--- src/rtl/uart_rxq_pkg.sv ---
package uart_rxq_pkg;
  localparam int BYTE_W = 8;
  localparam int ADDR_W = 3;

  localparam logic [ADDR_W-1:0] OFF_DATA = 3'd0;
  localparam logic [ADDR_W-1:0] OFF_CTRL = 3'd2;
  localparam logic [ADDR_W-1:0] OFF_LSR  = 3'd5;

  // control register bit positions
  localparam int CB_EN    = 0;
  localparam int CB_RXRST = 1;
  localparam logic [BYTE_W-1:0] CTRL_KEEP = 8'hC9;

  // line status bit positions
  localparam int LB_DR   = 0;
  localparam int LB_OVR  = 1;
  localparam int LB_THRE = 5;
  localparam int LB_TEMT = 6;

  typedef struct packed {
    logic clr;
    logic wide;
  } q_ctl_t;
endpackage

--- src/rtl/rxq_store.sv ---
module rxq_store #(
  parameter int DW    = 8,
  parameter int DEPTH = 16
) (
  input  logic          clk,
  input  logic          rst_n,
  input  logic          clr_i,
  input  logic          wide_i,
  input  logic          push_i,
  input  logic [DW-1:0] push_data_i,
  input  logic          pop_i,
  output logic [DW-1:0] head_o,
  output logic          empty_o,
  output logic          full_o,
  output logic          push_ok_o
);
  localparam int PW = (DEPTH > 1) ? $clog2(DEPTH) : 1;
  localparam int CW = $clog2(DEPTH + 1);

  logic [DW-1:0] mem [DEPTH];
  logic [PW-1:0] rd_q, rd_d, wr_q, wr_d;
  logic [CW-1:0] cnt_q, cnt_d, cap;
  logic          do_pop, do_push;

  function automatic logic [PW-1:0] step(input logic [PW-1:0] p,
                                         input logic [CW-1:0] c);
    if (CW'(p) == c - 1'b1) return '0;
    return p + 1'b1;
  endfunction

  assign cap       = wide_i ? CW'(DEPTH) : CW'(1);
  assign empty_o   = (cnt_q == '0);
  assign full_o    = (cnt_q >= cap);
  assign do_pop    = pop_i && !empty_o;
  assign do_push   = push_i && (!full_o || do_pop);
  assign push_ok_o = do_push && !clr_i;
  assign head_o    = empty_o ? {DW{1'b1}} : mem[rd_q];

  always_comb begin
    rd_d  = rd_q;
    wr_d  = wr_q;
    cnt_d = cnt_q;
    if (clr_i) begin
      rd_d  = '0;
      wr_d  = '0;
      cnt_d = '0;
    end else begin
      if (do_pop)  rd_d = step(rd_q, cap);
      if (do_push) wr_d = step(wr_q, cap);
      if (do_push && !do_pop) cnt_d = cnt_q + 1'b1;
      else if (do_pop && !do_push) cnt_d = cnt_q - 1'b1;
    end
  end

  always_ff @(posedge clk or negedge rst_n) begin
    if (!rst_n) begin
      rd_q  <= '0;
      wr_q  <= '0;
      cnt_q <= '0;
    end else begin
      rd_q  <= rd_d;
      wr_q  <= wr_d;
      cnt_q <= cnt_d;
    end
  end

  for (genvar i = 0; i < DEPTH; i++) begin : g_slot
    logic slot_we;
    assign slot_we = push_ok_o && (wr_q == PW'(i));
    always_ff @(posedge clk) begin
      if (slot_we) mem[i] <= push_data_i;
    end
  end

  assert_cnt_bound_R2: assert property (@(posedge clk) disable iff (!rst_n)
    cnt_q <= CW'(DEPTH));
  assert_empty_pop_R10: assert property (@(posedge clk) disable iff (!rst_n)
    (empty_o && pop_i && !push_i && !clr_i) |=> empty_o);
  assert_full_swap_R11: assert property (@(posedge clk) disable iff (!rst_n)
    (full_o && pop_i && push_i && !clr_i) |=> full_o);
endmodule

--- src/rtl/rxq_ctrl.sv ---
module rxq_ctrl
  import uart_rxq_pkg::*;
(
  input  logic              clk,
  input  logic              rst_n,
  input  logic              wr_i,
  input  logic [BYTE_W-1:0] wdata_i,
  output logic [BYTE_W-1:0] ctrl_o,
  output q_ctl_t            qctl_o
);
  logic [BYTE_W-1:0] ctrl_q, ctrl_d;
  logic              ctrl_we, flip, rx_reset;

  assign flip     = wr_i && (wdata_i[CB_EN] != ctrl_q[CB_EN]);
  assign rx_reset = wr_i && wdata_i[CB_EN] && wdata_i[CB_RXRST];
  assign ctrl_we  = wr_i;

  always_comb begin
    ctrl_d = ctrl_q;
    if (ctrl_we) ctrl_d = wdata_i[CB_EN] ? (wdata_i & CTRL_KEEP) : '0;
  end

  always_ff @(posedge clk or negedge rst_n) begin
    if (!rst_n)       ctrl_q <= '0;
    else if (ctrl_we) ctrl_q <= ctrl_d;
  end

  assign ctrl_o      = ctrl_q;
  assign qctl_o.clr  = flip || rx_reset;
  assign qctl_o.wide = ctrl_q[CB_EN];

  assert_disable_zero_R4: assert property (@(posedge clk) disable iff (!rst_n)
    (wr_i && !wdata_i[CB_EN]) |=> (ctrl_o == '0));
  assert_hold_R5: assert property (@(posedge clk) disable iff (!rst_n)
    !wr_i |=> $stable(ctrl_o));
endmodule

--- src/rtl/rxq_status.sv ---
module rxq_status
  import uart_rxq_pkg::*;
(
  input  logic              clk,
  input  logic              rst_n,
  input  logic              set_i,
  input  logic              lsr_rd_i,
  input  logic              nonempty_i,
  output logic [BYTE_W-1:0] lsr_o
);
  logic ovr_q, ovr_d, ovr_we;

  assign ovr_we = set_i || lsr_rd_i;

  always_comb begin
    ovr_d = ovr_q;
    if (set_i)         ovr_d = 1'b1;
    else if (lsr_rd_i) ovr_d = 1'b0;
  end

  always_ff @(posedge clk or negedge rst_n) begin
    if (!rst_n)      ovr_q <= 1'b0;
    else if (ovr_we) ovr_q <= ovr_d;
  end

  always_comb begin
    lsr_o          = '0;
    lsr_o[LB_DR]   = nonempty_i;
    lsr_o[LB_OVR]  = ovr_q;
    lsr_o[LB_THRE] = 1'b1;
    lsr_o[LB_TEMT] = 1'b1;
  end

  assert_ovr_clear_R9: assert property (@(posedge clk) disable iff (!rst_n)
    (lsr_rd_i && !set_i) |=> !lsr_o[LB_OVR]);
  assert_ovr_sticky_R6: assert property (@(posedge clk) disable iff (!rst_n)
    (lsr_o[LB_OVR] && !lsr_rd_i) |=> lsr_o[LB_OVR]);
endmodule

--- src/rtl/uart_rxq.sv ---
module uart_rxq
  import uart_rxq_pkg::*;
#(
  parameter int DEPTH = 16
) (
  input  logic              clk,
  input  logic              rst_n,
  input  logic              loopback,
  input  logic              rx_valid,
  input  logic [BYTE_W-1:0] rx_byte,
  output logic              rx_ready,
  input  logic              wr_en,
  input  logic              rd_en,
  input  logic [ADDR_W-1:0] addr,
  input  logic [BYTE_W-1:0] wdata,
  output logic [BYTE_W-1:0] rdata,
  output logic [BYTE_W-1:0] ctrl_q
);
  q_ctl_t            qctl;
  logic              data_wr, ctrl_wr, data_rd, lsr_rd;
  logic              push, pop, empty, full, push_ok, ovr_set;
  logic [BYTE_W-1:0] push_data, head, lsr;

  assign data_wr = wr_en && (addr == OFF_DATA);
  assign ctrl_wr = wr_en && (addr == OFF_CTRL);
  assign data_rd = rd_en && (addr == OFF_DATA);
  assign lsr_rd  = rd_en && (addr == OFF_LSR);

  assign push      = loopback ? data_wr : rx_valid;
  assign push_data = loopback ? wdata   : rx_byte;
  assign pop       = data_rd;
  assign ovr_set   = loopback && data_wr && !push_ok && !qctl.clr;
  assign rx_ready  = !full;

  rxq_ctrl u_ctrl (
    .clk     (clk),
    .rst_n   (rst_n),
    .wr_i    (ctrl_wr),
    .wdata_i (wdata),
    .ctrl_o  (ctrl_q),
    .qctl_o  (qctl)
  );

  rxq_store #(.DW(BYTE_W), .DEPTH(DEPTH)) u_store (
    .clk         (clk),
    .rst_n       (rst_n),
    .clr_i       (qctl.clr),
    .wide_i      (qctl.wide),
    .push_i      (push),
    .push_data_i (push_data),
    .pop_i       (pop),
    .head_o      (head),
    .empty_o     (empty),
    .full_o      (full),
    .push_ok_o   (push_ok)
  );

  rxq_status u_status (
    .clk        (clk),
    .rst_n      (rst_n),
    .set_i      (ovr_set),
    .lsr_rd_i   (lsr_rd),
    .nonempty_i (!empty),
    .lsr_o      (lsr)
  );

  always_comb begin
    rdata = '0;
    if (data_rd)     rdata = head;
    else if (lsr_rd) rdata = lsr;
  end

  assert_clear_empties_R3: assert property (@(posedge clk) disable iff (!rst_n)
    qctl.clr |=> empty);
  assert_lb_ignores_rx_R6: assert property (@(posedge clk) disable iff (!rst_n)
    (loopback && empty && rx_valid && !wr_en && !qctl.clr) |=> empty);
  assert_full_drop_R7: assert property (@(posedge clk) disable iff (!rst_n)
    (!loopback && full && rx_valid && !rd_en && !wr_en) |=> (full && !lsr[LB_OVR] == !$past(lsr[LB_OVR])));
endmodule

--- config.mk ---
export PLATFORM = sky130hd
export DESIGN_NAME = uart_rxq
export DESIGN_NICKNAME = d
export VERILOG_FILES = /design/src/rtl/uart_rxq_pkg.sv /design/src/rtl/rxq_store.sv /design/src/rtl/rxq_ctrl.sv /design/src/rtl/rxq_status.sv /design/src/rtl/uart_rxq.sv
export SDC_FILE = /design/constraint.sdc
export NUM_CORES = 1
export LEC_CHECK = 0
export ABC_AREA = 1
export BUFFER_PORTS_ARGS = -buffer_cell sky130_fd_sc_hd__buf_2
export CORE_MARGIN = 1.5
export CORE_UTILIZATION = 45
export DETAILED_ROUTE_END_ITERATION = 16
export GPL_ROUTABILITY_DRIVEN = 0
export GPL_TIMING_DRIVEN = 1
export SLEW_MARGIN = 5
export SYNTH_ARGS = -nofsm -noshare
export SYNTH_HDL_FRONTEND = slang
export SYNTH_HIERARCHICAL = 1
export SYNTH_SLANG_ARGS = --single-unit
--- constraint.sdc ---
create_clock -name clk -period 2.4 [get_ports clk]
set_input_delay 0.12 -clock clk [delete_from_list [all_inputs] [get_ports clk]]
set_output_delay 0.12 -clock clk [all_outputs]
set_load 0.02 [all_outputs]
==> reports/results.ini, run 1 <==
[worst_setup_path]
critical_path_peak_fanout=34
worst-endpoint-required_ns=2.28
end_kind=primary output
critPathLaunchType=flop
critPathKind=flop to primary output
reg2regPathDepth=17
crit_arrival_ns=2.16
reg2reg_slack_ns=0.15

[synthesis]
ys_async_sr_fraction_pct=12.3
synth_top_cells_by_area=edfxtp_1 56%, dfrtp_1 6.6%, nor2_1 6.5%, o21ai_0 5.0%, nand2_1 4.6%
yosys_warnings=6
avgSynthCellArea_um2=10.8
yosysSeqAreaShare_pct=62.6
synth_enable_flop_cells=128
synth-seq-cells=146
netlist.area_leader.share_pct=56.0
netlist_area_um2=6860
yosysTopAreaCell=edfxtp_1
ys_types=39
synthFlopType=edfxtp_1
syn_inst=637

[layout]
nets=739
syn_to_final_growth_pct=18.9
antenna_cells=0
multi_input_area_um2=2290
seqCellArea_um2=4300
drive_gt1_share_pct=20.3
fillCellCount=1259

[route]
dr_total_vias=4932
totalWireLength_um=16500
drc=0
wl_per_cell_um=18.3
postRouteAntennaNets=0
dr.first_iter.drc_count=400
wl_met3_um=889
met2_wirelength_um=8180
detail_route.first_pass.iterations=5
wl_met1_um=7070
top_layer_used=met4
viasPerCell=5.49

[timing]
fin_crit_ns=2.28
fmax_ghz=0.438
finalCritPeriodShare_pct=95.1
setup_ws_ns=0.117
tightest_slew_ns=0.791
final.setup.tns_ns=0
slew_headroom_pct=47.1
clock_skew_ns=0.00717
setup_violations=0
hold_viol=0
rsz0062_at_grt=yes
slew_viol_final=0

[clock_network]
htree_num_levels=4
cts_tree=built
cts_buffer_depth=2
insertion_delay_ns=0.42
clock_sinks=146
cts-root-buf=clkbuf_16
cts_inserted_buffers=17
clk_pin_slew_ns=0.06

[die]
dieArea_um2=16000
initial_core_util_pct=46.7
std_cell_rows=44
core_area_um2=14700
pin_count=42
die_y_um=127
die_width_um=127

[pwr]
p_per_area_nw_per_um2=1130
vdd_ir_drop_max_uv=549
leakage_nw=3.19

[global_routing]
grt_util_all_layers_pct=21.1
grt_pass1_vias=4764
grt.overflow.total=0
grt_max_degree=69
grt_pass1_wl_um=25200
antenna_found_initial=0

[job]
cap_viol_max_count=0

[worst_hold_path]
hold_depth=5
min_path_type=primary input to flop

[placement]
place_ws_ns=0.0238
dpl.hpwl_um=10400
portBuffers=37

[status]
run_status=finished, final reports clean

cells in the final DEF, fill, tap and decap left out, drive strengths merged:
master       netlist  layout
clkbuf            12      20
ha                11      11
xor2               4       4
inv               28      28
buf               30      72
a21oi              7       7
edfxtp           128     128
o21a               1       1
dfrtp             18      18
dlygate4sd3        0       8
nor2             125     125
nand2             94      94
or2                3       3
conb               3      10
fa                 1       1
nor3               2       2
nand4             10      10
clkinvlp           0       2
bufinv             0       5
o31ai              1       1
o211ai            32      32
and3               2       2
nand3             52      52
o21ai             69      69
clkinv             3       8
o22ai              1       1
routing by layer:
layer / global-route usage, % / vias to the layer above
met5: 0 / -
li1: - / 2338
met1: 26.5 / 2438
met4: 8.11 / 0
met3: 5.15 / 16
met2: 35.3 / 140
cell families after synthesis:
logic type,Yosys count,share of synthesized area (%)
simple gates,288,19.6
xor+xnor,4,0.510
other cells,3,0.164
compound gates,111,9.52
buf+inv,73,5.36
flops,146,62.6
fa+ha+maj,12,2.30
area by class of cell:
cell class,instances,area share (%)
multi-input cells,425,28.1
clock buffers,19,5.30
repair buffers,81,7.33
clock inverters,12,2.31
flip-flops and latches,146,52.7
inverters,31,1.49
well taps,184,2.82
final timing paths:
| check | startpoint | end |
|---|---|---|
| setup reg to reg | u_ctrl/ctrl_o[0]$_DFFE_PN0P_ | u_store/cnt_q[4]$_DFFE_PN0P_ |
| max in group asynchronous | rst_n | u_store/rd_q[0]$_DFFE_PN0P_ |
| hold reg to reg | u_ctrl/ctrl_o[7]$_DFFE_PN0P_ | u_ctrl/ctrl_o[7]$_DFFE_PN0P_ |
| hold / removal | addr[1] | u_status/ovr_q$_DFFE_PN0P_ |
| setup / recovery | u_store/rd_q[1]$_DFFE_PN0P_ | rdata[6] |
| min in group asynchronous | rst_n | u_ctrl/ctrl_o[3]$_DFFE_PN0P_ |
registers in the layout, indices dropped and copies added, names as in the netlist:
name / cells
u_ctrl/ctrl_o: 4
u_store/wr_q: 4
u_store/cnt_q: 5
u_store/mem: 128
u_status/ovr_q: 1
u_store/rd_q: 4
cell usage after synthesis, drive strengths merged, types with 7 or more instances:
cell type	n
a21oi	7
buf	30
clkbuf	12
dfrtp	18
edfxtp	128
ha	11
inv	28
nand2	94
nand3	52
nand4	10
nor2	125
o211ai	32
o21ai	69
through the flow:
| stage | cells | utilization (%) | power, mW | area (µm²) | hold slack [ns] |
|---|---|---|---|---|---|
| floorplan | 644 | - | 5.35 | 6920 | -0.176 |
| global placement | 852 | 49.8 | 6.11 | 7320 | 0.0912 |
| detailed placement | 852 | 49.8 | 6.20 | 7320 | 0.0918 |
| CTS | 891 | 54.6 | 9.01 | 8020 | 0.0545 |
| global route | 898 | 55.5 | 9.74 | 8160 | 0.103 |
| finish | 898 | 55.5 | 9.24 | 8160 | 0.0764 |
what timing repair did:
action,4_1_cts,5_1_grt
gates cloned,0,1
setup buffers,0,6
pin swaps,0,6
hold buffers,8,0
gates resized for setup,1,17
setup endpoints to repair,1,10
hold endpoints to repair,22,0
critical path: stages, from the launching register on:
cell	delay (ns)
dfrtp_2	0.45
clkbuf_16	0.23
nor2_1	0.13
o21ai_0	0.14
o211ai_1	0.13
nand3_1	0.18
nand3_1	0.14
nand4_1	0.10
nand2_1	0.08
buf_2	0.16
power by group:
part	internal [mW]	total, mW	switching (mW)
clock	1.82	2.78	0.958
sequential	2.95	3.13	0.175
combinational	1.18	3.32	2.14
total	5.96	9.24	3.27
(Power assumes the default switching activity.)
==> inputs of run 2 (changes only) <==
ABC_AREA = not set   (was 1)
CTS_CLUSTER_DIAMETER = 150   (was not set)
SYNTH_HIERARCHICAL = not set   (was 1)
==> run 2 against run 1 <==
- the run now ends with setup timing left
- power shrank 2.7%
- final area grew 5.8%
- clock skew grew 0.0011 ns
- synthesized cell count shrank 38%
- fmax shrank 18%
- critical path depth grew 4
- wire length shrank 12%
- register-to-register slack lost 0.55 ns
- utilization grew 6.2 points
- cell count shrank 22%
- combinational power shrank 9.6%
- setup slack lost 0.51 ns
==> reports/results.ini, run 2 <==
[worst_setup_path]
critPathLaunchType=flop
worst_setup_path_endpoint=u_store.cnt_q[4]$_DFFE_PN0P_
worstReg2RegEnd=u_store.cnt_q[4]$_DFFE_PN0P_
critPathKind=flop to flop
critical_path_peak_fanout=3  ; -91%
worst-endpoint-required_ns=2.75  ; +0.47 ns
end_kind=flop
crit_arrival_ns=3.14  ; +0.98 ns
reg2reg_slack_ns=-0.40  ; -0.55 ns
reg2regPathDepth=13  ; -4
worstSetupStartpoint=u_ctrl.ctrl_o[0]$_DFFE_PN0P_
r2r_start=u_ctrl.ctrl_o[0]$_DFFE_PN0P_

[timing]
finalCritPeriodShare_pct=116  ; +21 points
hold_viol=0  ; unchanged
rsz0062_at_grt=yes
tightest_slew_ns=0.686  ; -0.105 ns
slew_headroom_pct=54.2  ; +7.1 points
setup_violations=11  ; +11
setup_ws_ns=-0.395  ; -0.512 ns
fmax_ghz=0.358  ; -18%
slew_viol_final=0  ; unchanged
final.setup.tns_ns=-1.89  ; -1.89 ns
fin_crit_ns=2.80  ; +0.512 ns
clock_skew_ns=0.00825  ; +0.00108 ns

[placement]
placed_area_um2=7410  ; +1.3%
dpl.hpwl_um=9280  ; -11%
portBuffers=37  ; unchanged

[pwr]
p_comb_share_pct=33.4  ; -2.6 points
leakage_nw=3.09  ; -3.2%
power.share.clock_pct=32.3  ; +2.2 points
vdd_ir_drop_max_uv=691  ; +26%
p_seq_share_pct=34.3  ; +0.4 points
intPower_mw=6.56  ; +9.9%
netSwitchingPower_mw=2.43  ; -26%
p_per_area_nw_per_um2=1040  ; -8.1%
swShare_pct=27.1  ; -8.4 points

[global_routing]
grt_util_all_layers_pct=20.4  ; -0.66 points
grt.overflow.total=0  ; unchanged
antenna_found_initial=0  ; unchanged
grt_pass1_vias=3895  ; -18%
grt_pass1_wl_um=21700  ; -14%
grt_max_degree=23  ; -67%

[layout]
fillCellCount=1031  ; -18%
largest_register=u_store.mem
drive_gt1_share_pct=43.9  ; +24 points
final_area_um2=8640  ; +5.8%
final_cell_mix=128 x edfxtp_1, 46 x buf_4, 29 x buf_2, 25 x mux4_2, 20 x nor2_1
top_regs=u_store.mem: 128 flops, u_store.cnt_q: 5 flops
syn_to_final_growth_pct=33.4
layout_commonest_cell=edfxtp_1
largest_reg_flops=128  ; unchanged
antenna_cells=0  ; unchanged
nets=548  ; -26%

[clock_network]
cts-root-buf=clkbuf_16
cts_inserted_buffers=17  ; unchanged
htree_num_levels=4  ; unchanged
clk_pin_slew_ns=0.06  ; about the same
cts_buffer_depth=2  ; unchanged
cts_tree=built
insertion_delay_ns=0.42  ; about the same
clock_sinks=146  ; unchanged

[die]
pin_count=42  ; unchanged
core_area_um2=14000  ; -4.8%
std_cell_rows=43  ; -2.3%
die_width_um=123  ; -2.8%
dieArea_um2=15100  ; -5.5%
die_y_um=123  ; -2.8%
initial_core_util_pct=46.3  ; -0.41 points

[synthesis]
synth_enable_flop_cells=128  ; unchanged
ys_types=51  ; +31%
synth_top_cells_by_area=edfxtp_1 59%, mux4_2 8.7%, dfrtp_1 7.0%, mux2_2 3.5%, mux2i_1 2.5%
synth-seq-cells=146  ; unchanged
ys_async_sr_fraction_pct=12.3  ; unchanged
syn_inst=394  ; -38%
ys_top_cells_by_count=128 x edfxtp_1, 25 x mux4_2, 21 x nor2_1, 20 x mux2_2, 18 x dfrtp_1
yosys_warnings=0  ; -6
yosysMostFrequentCell=edfxtp_1
yosysTopAreaCell=edfxtp_1
netlist_area_um2=6470  ; -5.7%
yosysSeqAreaShare_pct=66.3  ; +3.8 points
netlist.area_leader.share_pct=59.4  ; +3.4 points
synthFlopType=edfxtp_1
avgSynthCellArea_um2=16.4  ; +53%

[route]
totalWireLength_um=14500  ; -12%
detail_route.first_pass.iterations=4  ; -1
dr.first_iter.drc_count=264  ; -34%
postRouteAntennaNets=0  ; unchanged
dr_total_vias=3833  ; -22%
viasPerCell=5.46  ; -0.58%
wl_per_cell_um=20.6  ; +12%
drc=0  ; unchanged

[status]
violations=setup timing
run_status=complete, but fails checks

[job]
cap_viol_max_count=0  ; unchanged

[worst_hold_path]
min_path_type=primary input to flop

-- run 2: cell count changes in the layout (fill, tap and decap cells not counted), moves of 17 or more --
cell      delta
mux2_2      +17
nor2_1      -99
nand2_1     -69
nand3_1     -43
o21ai_0     -61
inv_1       -17
o211ai_1    -28
mux4_2      +25
-- run 2: worst max-delay path, cell delays in order (launching register included) --
cell	delay [ns]
dfrtp_1	0.37
inv_2	0.08
ha_4	0.16
nand2b_4	0.13
o32a_4	0.39
a22oi_4	0.20
ha_4	0.17
inv_4	0.04
fa_2	0.35
a21o_1	0.18
a21oi_2	0.13
xnor2_1	0.09
or3_1	0.33
a21oi_2	0.12
-- run 2: how the worst min path moves through the flow --
stage                   from                      endpoint  slack (ns)  cells after the start
global placement       rst_n  u_store.cnt_q[3]$_DFFE_PN0P_        0.09                      1
global route        wdata[0]  u_ctrl.ctrl_o[0]$_DFFE_PN0P_        0.03                      2
finish              wdata[0]  u_ctrl.ctrl_o[6]$_DFFE_PN0P_        0.02                      3
CTS                 wdata[0]  u_ctrl.ctrl_o[6]$_DFFE_PN0P_       0.002                      3
detailed placement     rst_n  u_store.cnt_q[2]$_DFFE_PN0P_         0.1                      1
floorplan              rst_n  u_ctrl.ctrl_o[0]$_DFFE_PN0P_       -0.18                      0
-- run 2: cell families after synthesis --
group	share of synthesized area (%)
other	0.0579
buffers and inverters	2.55
AOI/OAI and AO/OA	5.39
adders and majority gates	2.63
muxes	14.6
xor gates and xnor gates	0.676
DFF	66.3
and+or+nand+nor	7.73
-- run 2: final cells by class --
| type | instances | area (µm²) | area share, % |
|---|---|---|---|
| inverters | 6 | 25.0 | 0.290 |
| flip-flops and latches | 146 | 4300 | 49.8 |
| well taps | 180 | 225 | 2.61 |
| clock inverters | 11 | 210 | 2.43 |
| clock buffers | 20 | 437 | 5.05 |
| repair buffers | 117 | 1150 | 13.4 |
| multi-input cells | 222 | 2290 | 26.5 |
-- run 2: through the flow --
stage | power, mW | util, % | hold WS [ns] | std cells | worst slack [ns]
detailed placement | 5.39 | 53.0 | 0.0977 | 645 | -0.410
floorplan | 4.66 | - | -0.176 | 397 | -0.508
global route | 9.37 | 61.8 | 0.0301 | 702 | -0.494
finish | 8.99 | 61.8 | 0.0182 | 702 | -0.395
global placement | 5.33 | 53.0 | 0.0878 | 645 | -0.366
CTS | 8.71 | 60.4 | 0.00226 | 693 | -0.389
-- run 2: timing repair --
| item | 4_1_cts | 5_1_grt |
|---|---|---|
| hold buffers | 4 | 0 |
| pin swaps | 20 | 17 |
| setup endpoints to repair | 134 | 140 |
| gates cloned | 1 | 1 |
| hold endpoints to repair | 21 | 0 |
| gates resized for setup | 60 | 25 |
| setup buffers | 12 | 13 |
-- run 2: power groups by stage --
stage | Combinational, mW | Clock (mW) | Sequential [mW]
2_1_floorplan | 1.56 | 0 | 3.09
3_3_place_gp | 2.19 | 0 | 3.14
3_5_place_dp | 2.24 | 0 | 3.15
4_1_cts | 2.68 | 2.95 | 3.08
5_1_grt | 3.23 | 3.05 | 3.09
6_report | 3.00 | 2.91 | 3.08
-- run 2: per-layer routing --
layer	share of wire [%]	global-route usage, %
met4	1.7	7.56
met3	5.4	5.12
met5	0	0
met1	41	25.4
met2	52	34.5
